--- src/rtl/sbw_pkg.sv ---
package sbw_pkg;
  localparam int unsigned NUM_LANES = 4;
  localparam int unsigned LANE_BITS = 9;   // 8 data + 1 parity
  localparam int unsigned WORD_BITS = NUM_LANES * LANE_BITS;

  typedef enum logic [1:0] {
    WR_NONE = 2'd0,
    WR_BYTE = 2'd1,
    WR_ALL  = 2'd2
  } wr_kind_e;
endpackage

--- src/rtl/sbw_strobe_dec.sv ---
module sbw_strobe_dec #(
  parameter int unsigned LANES = sbw_pkg::NUM_LANES
) (
  input  logic             gw_ni,
  input  logic             bwe_ni,
  input  logic [LANES-1:0] bw_ni,
  output logic [LANES-1:0] lane_we_o,
  output sbw_pkg::wr_kind_e kind_o
);
  import sbw_pkg::*;

  always_comb begin
    if (!gw_ni) begin
      kind_o    = WR_ALL;
      lane_we_o = '1;
    end else if (!bwe_ni && (bw_ni != '1)) begin
      kind_o    = WR_BYTE;
      lane_we_o = ~bw_ni;
    end else begin
      kind_o    = WR_NONE;
      lane_we_o = '0;
    end
  end
endmodule

--- src/rtl/sbw_array.sv ---
module sbw_array #(
  parameter int unsigned LANES  = sbw_pkg::NUM_LANES,
  parameter int unsigned LANE_W = sbw_pkg::LANE_BITS,
  parameter int unsigned ADDR_W = 4
) (
  input  logic                    clk_i,
  input  logic                    rst_ni,
  input  logic [LANES-1:0]        we_i,
  input  logic [ADDR_W-1:0]       waddr_i,
  input  logic [LANES*LANE_W-1:0] wdata_i,
  input  logic [ADDR_W-1:0]       raddr_i,
  output logic [LANES*LANE_W-1:0] rdata_o
);
  localparam int unsigned DEPTH = 1 << ADDR_W;

  for (genvar l = 0; l < LANES; l++) begin : g_lane
    logic [LANE_W-1:0] cell_q [DEPTH];

    always_ff @(posedge clk_i or negedge rst_ni) begin
      if (!rst_ni) begin
        for (int d = 0; d < DEPTH; d++) cell_q[d] <= '0;
      end else if (we_i[l]) begin
        cell_q[waddr_i] <= wdata_i[l*LANE_W +: LANE_W];
      end
    end

    assign rdata_o[l*LANE_W +: LANE_W] = cell_q[raddr_i];
  end
endmodule

--- src/rtl/sbw_fwd.sv ---
module sbw_fwd #(
  parameter int unsigned LANES   = sbw_pkg::NUM_LANES,
  parameter int unsigned LANE_W  = sbw_pkg::LANE_BITS,
  parameter int unsigned ADDR_W  = 4,
  parameter bit          DRIVE_Z = 1'b0
) (
  input  logic [ADDR_W-1:0]       raddr_i,
  input  logic [LANES*LANE_W-1:0] arr_i,
  input  logic [LANES-1:0]        pend_we_i,
  input  logic [ADDR_W-1:0]       pend_addr_i,
  input  logic [LANES*LANE_W-1:0] pend_data_i,
  input  logic                    oe_ni,
  output logic [LANES*LANE_W-1:0] rdata_o
);
  logic                    addr_hit;
  logic [LANES*LANE_W-1:0] merged;

  assign addr_hit = (pend_addr_i == raddr_i);

  for (genvar l = 0; l < LANES; l++) begin : g_lane
    assign merged[l*LANE_W +: LANE_W] = (addr_hit && pend_we_i[l])
                                        ? pend_data_i[l*LANE_W +: LANE_W]
                                        : arr_i[l*LANE_W +: LANE_W];
  end

  if (DRIVE_Z) begin : g_tri
    assign rdata_o = oe_ni ? 'z : merged;
  end else begin : g_bus
    assign rdata_o = oe_ni ? '0 : merged;
  end
endmodule

--- src/rtl/byte_write_sram.sv ---
module byte_write_sram #(
  parameter int unsigned ADDR_W  = 4,
  parameter int unsigned LANES   = sbw_pkg::NUM_LANES,
  parameter int unsigned LANE_W  = sbw_pkg::LANE_BITS,
  parameter bit          DRIVE_Z = 1'b0
) (
  input  logic                    clk_i,
  input  logic                    rst_ni,
  input  logic [ADDR_W-1:0]       addr_i,
  input  logic [LANES*LANE_W-1:0] wdata_i,
  input  logic                    gw_ni,
  input  logic                    bwe_ni,
  input  logic [LANES-1:0]        bw_ni,
  input  logic                    oe_ni,
  output logic [LANES*LANE_W-1:0] rdata_o
);
  localparam int unsigned WORD_W = LANES * LANE_W;

  logic [LANES-1:0]  lane_we;
  sbw_pkg::wr_kind_e wr_kind;

  // input capture stage
  logic [ADDR_W-1:0] addr_q;
  logic [WORD_W-1:0] wdata_q;
  logic [LANES-1:0]  wmask_q;
  // pending write, committed one edge later
  logic [ADDR_W-1:0] pend_addr_q;
  logic [WORD_W-1:0] pend_data_q;
  logic [LANES-1:0]  pend_mask_q;

  logic [WORD_W-1:0] arr_rdata;

  sbw_strobe_dec #(.LANES(LANES)) u_dec (
    .gw_ni     (gw_ni),
    .bwe_ni    (bwe_ni),
    .bw_ni     (bw_ni),
    .lane_we_o (lane_we),
    .kind_o    (wr_kind)
  );

  always_ff @(posedge clk_i or negedge rst_ni) begin
    if (!rst_ni) begin
      addr_q      <= '0;
      wdata_q     <= '0;
      wmask_q     <= '0;
      pend_addr_q <= '0;
      pend_data_q <= '0;
      pend_mask_q <= '0;
    end else begin
      addr_q      <= addr_i;
      wdata_q     <= wdata_i;
      wmask_q     <= (wr_kind == sbw_pkg::WR_NONE) ? '0 : lane_we;
      pend_addr_q <= addr_q;
      pend_data_q <= wdata_q;
      pend_mask_q <= wmask_q;
    end
  end

  sbw_array #(.LANES(LANES), .LANE_W(LANE_W), .ADDR_W(ADDR_W)) u_array (
    .clk_i   (clk_i),
    .rst_ni  (rst_ni),
    .we_i    (pend_mask_q),
    .waddr_i (pend_addr_q),
    .wdata_i (pend_data_q),
    .raddr_i (addr_q),
    .rdata_o (arr_rdata)
  );

  sbw_fwd #(.LANES(LANES), .LANE_W(LANE_W), .ADDR_W(ADDR_W), .DRIVE_Z(DRIVE_Z)) u_fwd (
    .raddr_i     (addr_q),
    .arr_i       (arr_rdata),
    .pend_we_i   (pend_mask_q),
    .pend_addr_i (pend_addr_q),
    .pend_data_i (pend_data_q),
    .oe_ni       (oe_ni),
    .rdata_o     (rdata_o)
  );
endmodule

--- config.mk ---
export PLATFORM = sky130hd
export DESIGN_NAME = byte_write_sram
export DESIGN_NICKNAME = d
export VERILOG_FILES = /design/src/rtl/sbw_pkg.sv /design/src/rtl/sbw_strobe_dec.sv /design/src/rtl/sbw_array.sv /design/src/rtl/sbw_fwd.sv /design/src/rtl/byte_write_sram.sv
export SDC_FILE = /design/constraint.sdc
export NUM_CORES = 1
export LEC_CHECK = 0
export BUFFER_PORTS_ARGS = -buffer_cell sky130_fd_sc_hd__buf_2
export CAP_MARGIN = 0
export CORE_MARGIN = 4
export CORE_UTILIZATION = 60
export DETAILED_ROUTE_END_ITERATION = 6
export PLACE_DENSITY = 0.75
export SLEW_MARGIN = 15
export SYNTH_ARGS = -nofsm -noshare
export SYNTH_HDL_FRONTEND = slang
export SYNTH_SLANG_ARGS = --single-unit
--- constraint.sdc ---
create_clock -name clk_i -period 4 [get_ports clk_i]
set_input_delay 0.6 -clock clk_i [delete_from_list [all_inputs] [get_ports clk_i]]
set_output_delay 0.6 -clock clk_i [all_outputs]
set_load 0.01 [all_outputs]
* After elaboration in Yosys (flattened, before gate mapping)
Index checks and enable logic that the tools add are counted.
Operators by class: reductions and logical operators 8, magnitude comparators 3, bitwise operators 3, multiplexer cells 28, equality and inequality tests 2
Operators by type and width (number):
- bitwise mux 144 bit | 4
- binary-select mux 9 bit (select 4 bit) | 4
- 2-to-1 mux 9 bit | 13
- demux 9 bit (select 4 bit) | 1
- 2-to-1 mux 36 bit | 1
- 2-to-1 mux 4 bit | 3
- greater-or-equal comparator 5 bit (second input constant) | 2
- NOT 4 -> 5 bit | 2
- logical AND 1 bit | 6
- < comparator 5 x 1 -> 1 bit (second input constant) | 1
- == test 4 bit | 1
- != test 4 bit (second input constant) | 1
- NOT 4 bit | 1
- zero test 2 bit | 1
- 2-to-1 mux 2 bit | 1
- zero test 1 bit | 1
- 2-to-1 mux 1 bit | 1
Word-level totals: word-level logic and storage cells 114, output and inout bits 36, register bits 664, input bits 49

* Longest topological paths before layout
Gate-level depths: netlist of the first run.
depth after elaboration 6, gate-level depth with buffers 7, mapped depth without buffers 4

* By module
From an unflattened synthesis of the first run, not the netlist that was laid out.
Second synthesis, totals: cell total of the unflattened synthesis 1824, area total of the unflattened synthesis 29707.2 um2
Modules (own cells, without submodules):
- sbw_array | times used 1, area each 26526.7 um2, cells an instance 1589, sequential area each 14413.8 um2
- byte_write_sram | times used 1, area each 2232.1 um2, cells an instance 92, sequential area each 2202.1 um2
- sbw_fwd | times used 1, area each 905.9 um2, cells an instance 136, sequential area each 0.0 um2
- sbw_strobe_dec | times used 1, area each 42.5 um2, cells an instance 7, sequential area each 0.0 um2

* Worst setup path after synthesis of the first run
Ideal clock, no wire load.
path kind reg-to-output, start point register addr_q[3], end point output rdata_o[32], path slack 1.657 ns, stages on the path, launching flop included 8, data required time 3.400 ns, buffers on the path 3, arrival 1.743 ns, cell sequence dfrtp_1 buf_2 buf_4 clkbuf_1 mux4_2 a22oi_1 nand2_1 a22o_1
On the way: word-level cells in the longest chain between the ends 6, elaborated cells on any way between the ends 8, classes of those cells eq/ne: 1; mux: 5; bitwise: 1; reduce/logical: 1
RTL lines:
- start: declaration | line byte_write_sram.sv:23 | logic [ADDR_W-1:0] addr_q;
- start signal: assignment | line byte_write_sram.sv:50 | addr_q <= addr_i;
- NOT 4 -> 5 bit (implied by the code) | line sbw_array.sv:27 | assign rdata_o[l*LANE_W +: LANE_W] = cell_q[raddr_i];
- binary-select mux 9 bit (select 4 bit) | line sbw_array.sv:27
- 2-to-1 mux 9 bit (implied by the code) (2 in series) | line sbw_array.sv:27
- 2-to-1 mux 9 bit (*) | line sbw_fwd.sv:22 | ? pend_data_i[l*LANE_W +: LANE_W]
- 2-to-1 mux 36 bit (*) | line sbw_fwd.sv:29 | assign rdata_o = oe_ni ? '0 : merged;
- end: declaration | line byte_write_sram.sv:15 | output logic [LANES*LANE_W-1:0] rdata_o
Mark *: on every way between the ends. The rest lies on a longest branch, timed or not. The select of a mux whose other input is x is not followed.

* Worst setup path in the final report of the first run
start point register addr_q[3], end point output rdata_o[23]
The elaborated chain is that of the path after synthesis.

==> metrics.md, run 1 <==
| Metric | Value |
|---|---|
| FP Rows | 79 |
| Seq cells post-synth | 664 |
| DR iter-0 viols | 1259 |
| Syn Std Cell Area | ~0.028 mm2 |
| Min Tclk post-route | 3730 ps |
| Sequential Power Share | 49.3% |
| Pwr dens | about 570 mW/mm2 |
| Max-Cap Viols | 0 |
| Status | completed |
| Post-DRT Antenna Nets | 0 |
| Reg2Reg Depth | 4 |
| Worst setup SP type | flip-flop |
| Post-cts resize count | 0 |
| Root Buffer | clkbuf_16 |
| Switching Fraction | 24.2% |
| Final Util | 68.1% |
| Placement Cell Area | 0.0295 mm2 |
| Lkg Pwr | ~14 nW |
| Clock Latency Late Sink | 610 ps |
| # hold bufs at CTS | 0 |
| Seq/Total Area, Yosys | 58.6% |
| RSZ-0062 raised after global routing | false |
| Worst VDD drop | 0.000397 V |
| CTS buffer count | 69 |
| CP endpoint kind | output pin |
| Critical-path maximum fanout | 20 |
| IO Port Bufs | 84 |
| Worst R2R End | u_array.g_lane[0].cell_q[71] |
| CTS tree | done |
| Number of global-route vias before repair | 17000 |
| Core region area | 0.0467 mm2 |
| Sw Pwr | 4.41 mW |
| Worst reg2reg path startpoint | pend_addr_q[2] |
| # setup viols final | 0 |
| Layout overhead on the synthesized area | 12.1% |
| Logic pwr share | 15.6% |
| Pint | 13.8 mW |
| Vias | roughly 16000 |
| Hold Crit Class | in2async |
| Detailed placement HPWL | 37.3 mm |
| Vias per cell | 6.36 |
| Final instance area | 0.0318 mm2 |
| Nets | between 1500 and 2000 |
| DR WL/cell | 25.5 um |
| Clk network pwr share | 35.1% |
| Slew margin rel. | 43.9% |
| Worst hold margin | 48.3 ps |
| Syn_area_per_cell | 16.4 um2 |
| Place WS | 945 ps |
| R2R Setup Slk | 1570 ps |
| Count of final max-slew check failures | 0 |
| Post-Syn Nets | 1782 |
| Asr flop ratio synth | 100% |
| Routability congestion estimate | 0.786 |
| All-layer global routing usage | 25.8% |
| Clock Sinks | 664 |
| Largest net degree at the start of global routing | 105 |
| Initial antenna violation count | 2 |
| Clk_skew | between 20 and 30 ps |
| Initial Util | 60.8% |
| Final worst slack | approximately 270 ps |
| Synth Flop Type | dfrtp_1 |
| Remaining Overflow, GRT | 0 |
| Yosys cell types | 25 |
| Die ar. | 0.0508 mm2 |
| I/O pin count | 85 |
| First-pass GRT wire length | 99.9 mm |
| Crit Path Class | reg2out |
| Warnings, synthesis | 0 |
| Post-route DRC violation count | 0 |
| DRT Wirelength | around 63 mm |
| Post-CTS setup buffer count | 0 |
| Pre-antenna DRT Iters | 5 |
| EDFF count, synth | 0 |
| Final Hold Vio Count | 0 |
| Max Freq | 268 MHz |
| Die H | between 200 and 250 um |
| Crit path DAT | roughly 3100 ps |
| Die span in x | 225 um |
| Worst Path Required | 3400 ps |
| H-Tree Depth | 3 |
| Clock Tree Buf Depth | 3 |
| Slew of the pin with the lowest slew margin | 840 ps |
| Mapped Cells | approximately 1700 |
| Tcrit/Tclk final | 93.4% |
| Setup tns final | 0 ps |
| Share of layout cells above drive strength 1 | 49.3% |
| Clk slew on worst S/H paths | 60 ps |
-- logic make-up after synthesis --
logic type / count (synthesis) / synth area share, %
mux: 720 / 34.3
flops: 664 / 58.6
simple gates: 132 / 2.16
compound gates: 116 / 3.21
buf+inv: 97 / 1.58
xor+xnor: 4 / 0.124
-- flip-flops by register name, indices dropped and copies added, names as in the netlist --
signal	count
u_array.g_lane.cell_q	576
pend_data_q	36
wdata_q	36
addr_q	4
pend_addr_q	4
pend_mask_q	4
wmask_q	4
-- cells in the final DEF (no fill, tap or decap), types with 6 or more instances in the layout --
master     netlist  routed
nand2_1         98      98
clkinv_2         0       8
buf_4            2      19
clkbuf_16        0      71
mux2_1          40      40
buf_2           14      83
a22o_1          36      36
a22oi_1         72      72
dfrtp_1        664     662
buf_12           0      12
clkbuf_8         0      18
mux4_2         144     144
nor3_2           6       6
nor2_1          10       9
mux2_2         536     536
clkbuf_1        67      21
-- power by group through the flow --
| stage | Sequential, mW | Clock (mW) | Combinational, mW |
|---|---|---|---|
| after detailed placement | 9.08 | 0 | 2.87 |
| after CTS | 8.98 | 6.52 | 2.89 |
| final | 9.00 | 6.40 | 2.85 |
| after floorplan | 8.74 | 0 | 2.34 |
| after global placement | 8.98 | 0 | 2.76 |
| after global routing | 9.16 | 6.82 | 3.12 |
-- Yosys cell counts, types with 6 or more instances --
cell	number	area share [%]
a22o_1	36	1.1
a22oi_1	72	1.9
buf_1	6	0.079
buf_2	14	0.25
buf_6	8	0.32
clkbuf_1	67	0.89
dfrtp_1	664	59
mux2_1	40	1.6
mux2_2	536	21
mux4_2	144	11
nand2_1	98	1.3
nor2_1	10	0.13
nor3_2	6	0.21
-- worst max path at each step --
stage	slack [ps]	end	startpoint
6_report	270	rdata_o[23]	addr_q[3]
4_1_cts	280	rdata_o[23]	addr_q[3]
5_1_grt	240	rdata_o[23]	addr_q[3]
2_1_floorplan	1660	rdata_o[32]	addr_q[3]
3_5_place_dp	940	rdata_o[23]	addr_q[3]
3_3_place_gp	1000	rdata_o[26]	addr_q[0]
-- layout make-up --
class,instances,area [um2]
Clock inverter,15,180
Fill cell,3147,14900
Antenna cell,1,2.50
Tap cell,607,759
Timing Repair Buffer,115,813
Clock buffer,110,2100
Sequential cell,664,16600
Multi-Input combinational cell,972,11300
-- metrics by stage --
| stage | power, mW | instances |
|---|---|---|
| 2_1_floorplan | 11.1 | 1733 |
| 3_3_place_gp | 11.7 | 2358 |
| 3_5_place_dp | 12.0 | 2358 |
| 4_1_cts | 18.4 | 2483 |
| 5_1_grt | 19.1 | 2483 |
| 6_report | 18.3 | 2484 |
-- metal layers --
layer  vias up  part of all wire, %  wire, um  GRT usage, %
li1       6718                    -         -             -
met5         -                0.021        13             0
met1      8528                   43     27200          36.6
met4         2                  2.7      1720          7.69
met3       123                  6.0      3770          6.14
met2       435                   48     30600          40.5
-- critical path, cell delays in order, from the launching register on --
cell	delay, ps
dfrtp_4	640
xnor2_1	260
nand4_1	360
nor3b_2	720
buf_4	260
a22o_1	150
buf_2	130
No activity file was read; power rests on OpenSTA's default activity.
==> run 2, diff against run 1 <==
==> constraint.sdc (replaced) <==
create_clock -name clk_i -period 4.5 [get_ports clk_i]
set_input_delay 0.675 -clock clk_i [delete_from_list [all_inputs] [get_ports clk_i]]
set_output_delay 0.675 -clock clk_i [all_outputs]
set_load 0.01 [all_outputs]
==> run 2 against run 1 <==
Die area stayed put; highest routed layer is now met4; largest cell class unchanged; clock power fell by 10%; non-clock buffer count down 7; wire length up 1.8%; via count increased by 0.53%; worst hold slack better by 130 ps; total power down 11%; worst setup slack improved by 250 ps.
==> metrics.md, run 2 (synthesized netlist as in run 1, its figures left out) <==
| Metric | Value |
|---|---|
| Core region area | 0.0467 mm2 |
| Hold Crit Class | in2reg |
| Post-route DRC violation count | 0 |
| Root Buffer | clkbuf_16 |
| Share of layout cells above drive strength 1 | 49.1% |
| CTS buffer count | 70 |
| Clk_skew | approximately 21 ps |
| Slowest CP cell | nor3b_2 |
| Max-Cap Viols | 0 |
| Worst Path Required | approximately 3800 ps |
| Top flop regs | u_array.g_lane.cell_q x576, pend_data_q x36, wdata_q x36 |
| CP endpoint kind | output pin |
| Initial Util | 60.8% |
| Clk slew on worst S/H paths | around 60 ps |
| Post-cts resize count | 0 |
| Fin cells | 2470 |
| I/O pin count | 85 |
| Post-CTS setup buffer count | 0 |
| Post-DRT Antenna Nets | 0 |
| Critical Path, Cell by Cell | xnor2_1 > nand4_1 > nor3b_2 > a22o_1 > buf_2 |
| Initial antenna violation count | 1 |
| Critical-path maximum fanout | 22 |
| Placed cells | roughly 2400 |
| DRT Wirelength | roughly 64 mm |
| IO Port Bufs | 84 |
| Largest register by flop count | u_array.g_lane.cell_q |
| Worst VDD drop | about 0.00036 V |
| Clock Tree Buf Depth | 3 |
| Pre-antenna DRT Iters | 5 |
| Die ar. | 0.0508 mm2 |
| Number of global-route vias before repair | approximately 17000 |
| Lkg Pwr | 13.9 nW |
| Vias | ~16000 |
| FP Rows | just under 80 |
| Count of final max-slew check failures | 0 |
| Min Tclk post-route | 3990 ps |
| Status | completed |
| H-Tree Depth | 3 |
| Worst path max stage delay | 1020 ps |
| Inserted Diodes | 0 |
| Largest net degree at the start of global routing | 128 |
| Die H | between 200 and 250 um |
| Detailed placement HPWL | 37.8 mm |
| # hold bufs at CTS | 0 |
| Max reg flops | 576 |
| All-layer global routing usage | 26.1% |
| Worst setup SP type | flip-flop |
| RSZ-0062 raised after global routing | false |
| CTS tree | done |
| Vias per cell | 6.43 |
| Final Hold Vio Count | 0 |
| DR iter-0 viols | 1330 |
| Slew of the pin with the lowest slew margin | 1130 ps |
| Crit path DAT | between 3000 and 4000 ps |
| Tcrit/Tclk final | between 80% and 90% |
| Setup tns final | 0 ps |
| Slew margin rel. | ~24% |
| Clock Sinks | 664 |
| Commonest non-fill, non-tap cell in the layout | dfrtp_1 |
| Routability congestion estimate | 0.798 |
| Most frequent cells in the layout | 662 x dfrtp_1, 536 x mux2_2, 144 x mux4_2, 98 x nand2_1, 83 x buf_2 |
| Remaining Overflow, GRT | 0 |
| Layout overhead on the synthesized area | 11.8% |
| DR WL/cell | 26.1 um |
| # setup viols final | 0 |
| Crit Path Class | reg2out |
| First-pass GRT wire length | 101 mm |
| Nets | 1865 |
| Die span in x | 225 um |
| Clock Latency Late Sink | 600 ps |
| Max Freq | about 250 MHz |
| Pwr dens | ~510 mW/mm2 |
-- run 2: changes by cell type in the layout (fill, tap and decap cells not counted), sizes merged --
| cell | change |
|---|---|
| buf | -7 |
| clkbuf | -3 |
| clkinv | -5 |
| clkinvlp | +1 |
| diode | -1 |
| inv | +1 |
-- run 2: cell type report --
type / count / area, um2
clock buffers: 107 / 2140
clock inverters: 12 / 160
fillers: 3171 / 15000
multi-input cells: 972 / 11300
flip-flops and latches: 664 / 16600
well taps: 607 / 759
repair buffers: 108 / 711
-- run 2: worst paths after layout --
| check | startpoint | to | slack (ps) | depth (start not counted) |
|---|---|---|---|---|
| max | addr_q[3] | rdata_o[9] | 510 | 5 |
| min | wdata_i[7] | wdata_q[7] | 180 | 1 |
| max reg2reg | pend_addr_q[2] | u_array.g_lane[3].cell_q[60] | 2150 | 4 |
| min reg2reg | wdata_q[18] | pend_data_q[18] | 340 | 0 |
| max in group asynchronous | rst_ni | addr_q[3] | 3210 | 2 |
| min in group asynchronous | rst_ni | pend_data_q[28] | 190 | 1 |
-- run 2: worst max-delay path, delay by kind of cell, from the launching register on --
family          cells  cell delay [ps]
simple gates        2             1390
buf+inv             1              130
xor+xnor            1              250
compound gates      1              290
flops               1              640
-- run 2: layer usage --
| metal | wire (um) | part of all wire [%] | GRT usage, % | vias up |
|---|---|---|---|---|
| met5 | 0 | 0 | 0 | - |
| met4 | 1690 | 2.6 | 7.57 | 0 |
| met3 | 3750 | 5.8 | 5.71 | 126 |
| met2 | 31700 | 49 | 42.3 | 456 |
| met1 | 27300 | 42 | 36.3 | 8617 |
| li1 | - | - | - | 6690 |
-- run 2: power breakdown --
group / internal [mW] / switching [mW]
logic: 1.64 / 0.919
clock network: 3.44 / 2.30
registers: 7.27 / 0.723
total: 12.4 / 3.94
-- run 2: through the flow --
step	hold slack, ps	setup slack (ps)	power, mW	util [%]	instance area [um2]
4_1_cts	143	550	16.4	67.9	31700
6_report	181	514	16.3	67.9	31700
3_3_place_gp	332	1270	10.4	63.0	29400
3_5_place_dp	335	1220	10.6	63.0	29400
5_1_grt	147	378	17.0	67.9	31700
2_1_floorplan	331	2080	9.84	-	28400
==> run 3, diff against run 2 <==
--- a/config.mk
+++ b/config.mk
@@ -5,8 +5,8 @@
 export SDC_FILE = /design/constraint.sdc
 export NUM_CORES = 1
 export LEC_CHECK = 0
-export BUFFER_PORTS_ARGS = -buffer_cell sky130_fd_sc_hd__buf_2
-export CAP_MARGIN = 0
+export BUFFER_PORTS_ARGS = -buffer_cell sky130_fd_sc_hd__clkbuf_2
+export CAP_MARGIN = 20
 export CORE_MARGIN = 4
 export CORE_UTILIZATION = 60
 export DETAILED_ROUTE_END_ITERATION = 6
==> run 3 against run 2 <==
First-iteration DRC count fell by 14%; clock skew fell by 5.7 ps; cell count rose by 0.32%; via count fell by 0.65%; highest routed layer unchanged; die area did not move; design area rose by 0.38%; count of clock-buffer cells in the layout fell by 7.
==> metrics.md, run 3 (synthesized netlist as in run 1, its figures left out) <==
| Metric | Value |
|---|---|
| Status | completed |
| Tcrit/Tclk final | 82.3% |
| IO Port Bufs | 84 |
| Die H | 225 um |
| Worst path max stage delay | 800 ps |
| Largest register by flop count | u_array.g_lane.cell_q |
| Die span in x | between 200 and 250 um |
| Multi-input gate area | roughly 0.011 mm2 |
| DRT Wirelength | ~65 mm |
| Slew of the pin with the lowest slew margin | 979 ps |
| CP endpoint kind | output pin |
| Lkg Pwr | 13.9 nW |
| Core region area | 0.0467 mm2 |
| Pre-antenna DRT Iters | 5 |
| R2R Setup Slk | between 2000 and 2500 ps |
| H-Tree Depth | 3 |
| Clock Tree Buf Depth | 3 |
| Vias per cell | 6.37 |
| Clock Sinks | 664 |
| Inserted Diodes | 0 |
| Fin cells | 2478 |
| Worst VDD drop | about 0.00035 V |
| Clk_skew | between 15 and 20 ps |
| Layout overhead on the synthesized area | 12.2% |
| Vias | 15800 |
| Worst setup SP type | flip-flop |
| Crit path DAT | 3030 ps |
| Max-Cap Viols | 0 |
| Fill cells | 3178 |
| Final worst slack | 797 ps |
| Setup tns final | 0 ps |
| I/O pin count | 85 |
| # setup viols final | 0 |
| Commonest non-fill, non-tap cell in the layout | dfrtp_1 |
| Clock Latency Late Sink | 590 ps |
| Most frequent cells in the layout | 662 x dfrtp_1, 536 x mux2_2, 144 x mux4_2, 98 x nand2_1, 83 x clkbuf_2 |
| Count of final max-slew check failures | 0 |
| Seq. cell area | 0.0166 mm2 |
| Nets | 1873 |
| Top flop regs | u_array.g_lane.cell_q x576, pend_data_q x36, wdata_q x36 |
| Critical Path, Cell by Cell | xnor2_1 > and4_1 > a21oi_2 > a22o_1 > clkbuf_2 |
| Critical path's top delay family | compound AO/OA/AOI/OAI gates |
| Post-cts resize count | 0 |
| All-layer global routing usage | 26.4% |
| Placed cells | 2359 |
| Final Hold Vio Count | 0 |
| Crit Path Class | reg2out |
| Largest net degree at the start of global routing | around 120 |
| Number of global-route vias before repair | 17200 |
| Slowest CP cell | dfrtp_4 |
| CTS buffer count | 70 |
| Routability congestion estimate | 0.782 |
| CTS tree | done |
| Detailed placement HPWL | between 30 and 40 mm |
| Share of layout cells above drive strength 1 | 49.8% |
| Clk slew on worst S/H paths | 60 ps |
| Max reg flops | 576 |
| FP Rows | 79 |
| Remaining Overflow, GRT | 0 |
| RSZ-0062 raised after global routing | false |
| DR iter-0 viols | 1146 |
| Pwr dens | a little over 500 mW/mm2 |
| Critical-path maximum fanout | 35 |
| Die ar. | 0.0508 mm2 |
| Initial Util | 60.8% |
| Post-route DRC violation count | 0 |
| DR WL/cell | 26.2 um |
| Initial antenna violation count | 1 |
| Worst Path Required | ~3800 ps |
| Max Freq | 270 MHz |
| Worst path buffer plus inverter count | 1 |
| Post-CTS setup buffer count | 0 |
| Hold Crit Class | in2async |
| Min Tclk post-route | 3700 ps |
| Root Buffer | clkbuf_16 |
| Place WS | 1410 ps |
| # hold bufs at CTS | 0 |
| First-pass GRT wire length | 102 mm |
| Slew margin rel. | 34.8% |
| Post-DRT Antenna Nets | 0 |
==> run 3: cell count changes in the layout (fill, tap and decap cells not counted), sizes merged <==
cell	before	now
buf	108	33
clkinv	5	14
bufinv	3	4
inv	3	0
clkbuf	107	183
==> run 3: area by class of cell <==
| cell class | count | area share (%) |
|---|---|---|
| clock buffers | 100 | 6.63 |
| clock inverters | 19 | 0.621 |
| multi-input cells | 972 | 35.5 |
| flip-flops and latches | 664 | 52.2 |
| well taps | 607 | 2.39 |
| repair buffers | 116 | 2.58 |
==> run 3: worst reg2reg max path, cell delays in order, from the launching register on <==
cell and delay [ps]:
dfrtp_1 500, nand2b_1 270, nor2_1 460, nand2_1 560
mux2_2 450
==> run 3: path summary, 6_finish.rpt <==
kind	from	endpoint	depth (start not counted)
max in group asynchronous	rst_ni	u_array.g_lane[2].cell_q[74]	2
min reg2reg	wdata_q[18]	pend_data_q[18]	0
max	addr_q[3]	rdata_o[8]	5
min in group clk_i	addr_i[1]	addr_q[1]	1
min	rst_ni	pend_data_q[32]	1
max reg2reg	pend_addr_q[2]	u_array.g_lane[0].cell_q[59]	4
==> run 3: per-stage QoR <==
stage | power (mW) | utilization, % | cell area, um2 | hold WS (ps)
after floorplan | 9.84 | - | 28400 | 331
after global placement | 10.4 | 63.3 | 29500 | 332
after detailed placement | 10.6 | 63.3 | 29500 | 336
after CTS | 16.4 | 68.2 | 31800 | 159
after global routing | 17.0 | 68.2 | 31800 | 158
final | 16.3 | 68.2 | 31800 | 181
==> run 3: routing by layer <==
layer  vias to the layer above  track usage, %  routed length [um]
li1                       6695               -                   -
met1                      8567            37.7               27800
met2                       397            41.9               31500
met3                       126            5.76                3610
met4                         0            7.67                1820
met5                         -               0                   0
==> run 3: where the power goes <==
| part | switching (mW) | internal, mW | total (mW) |
|---|---|---|---|
| logic | 0.902 | 1.65 | 2.55 |
| clock network | 2.27 | 3.47 | 5.74 |
| registers | 0.738 | 7.27 | 8.01 |
| total | 3.91 | 12.4 | 16.3 |
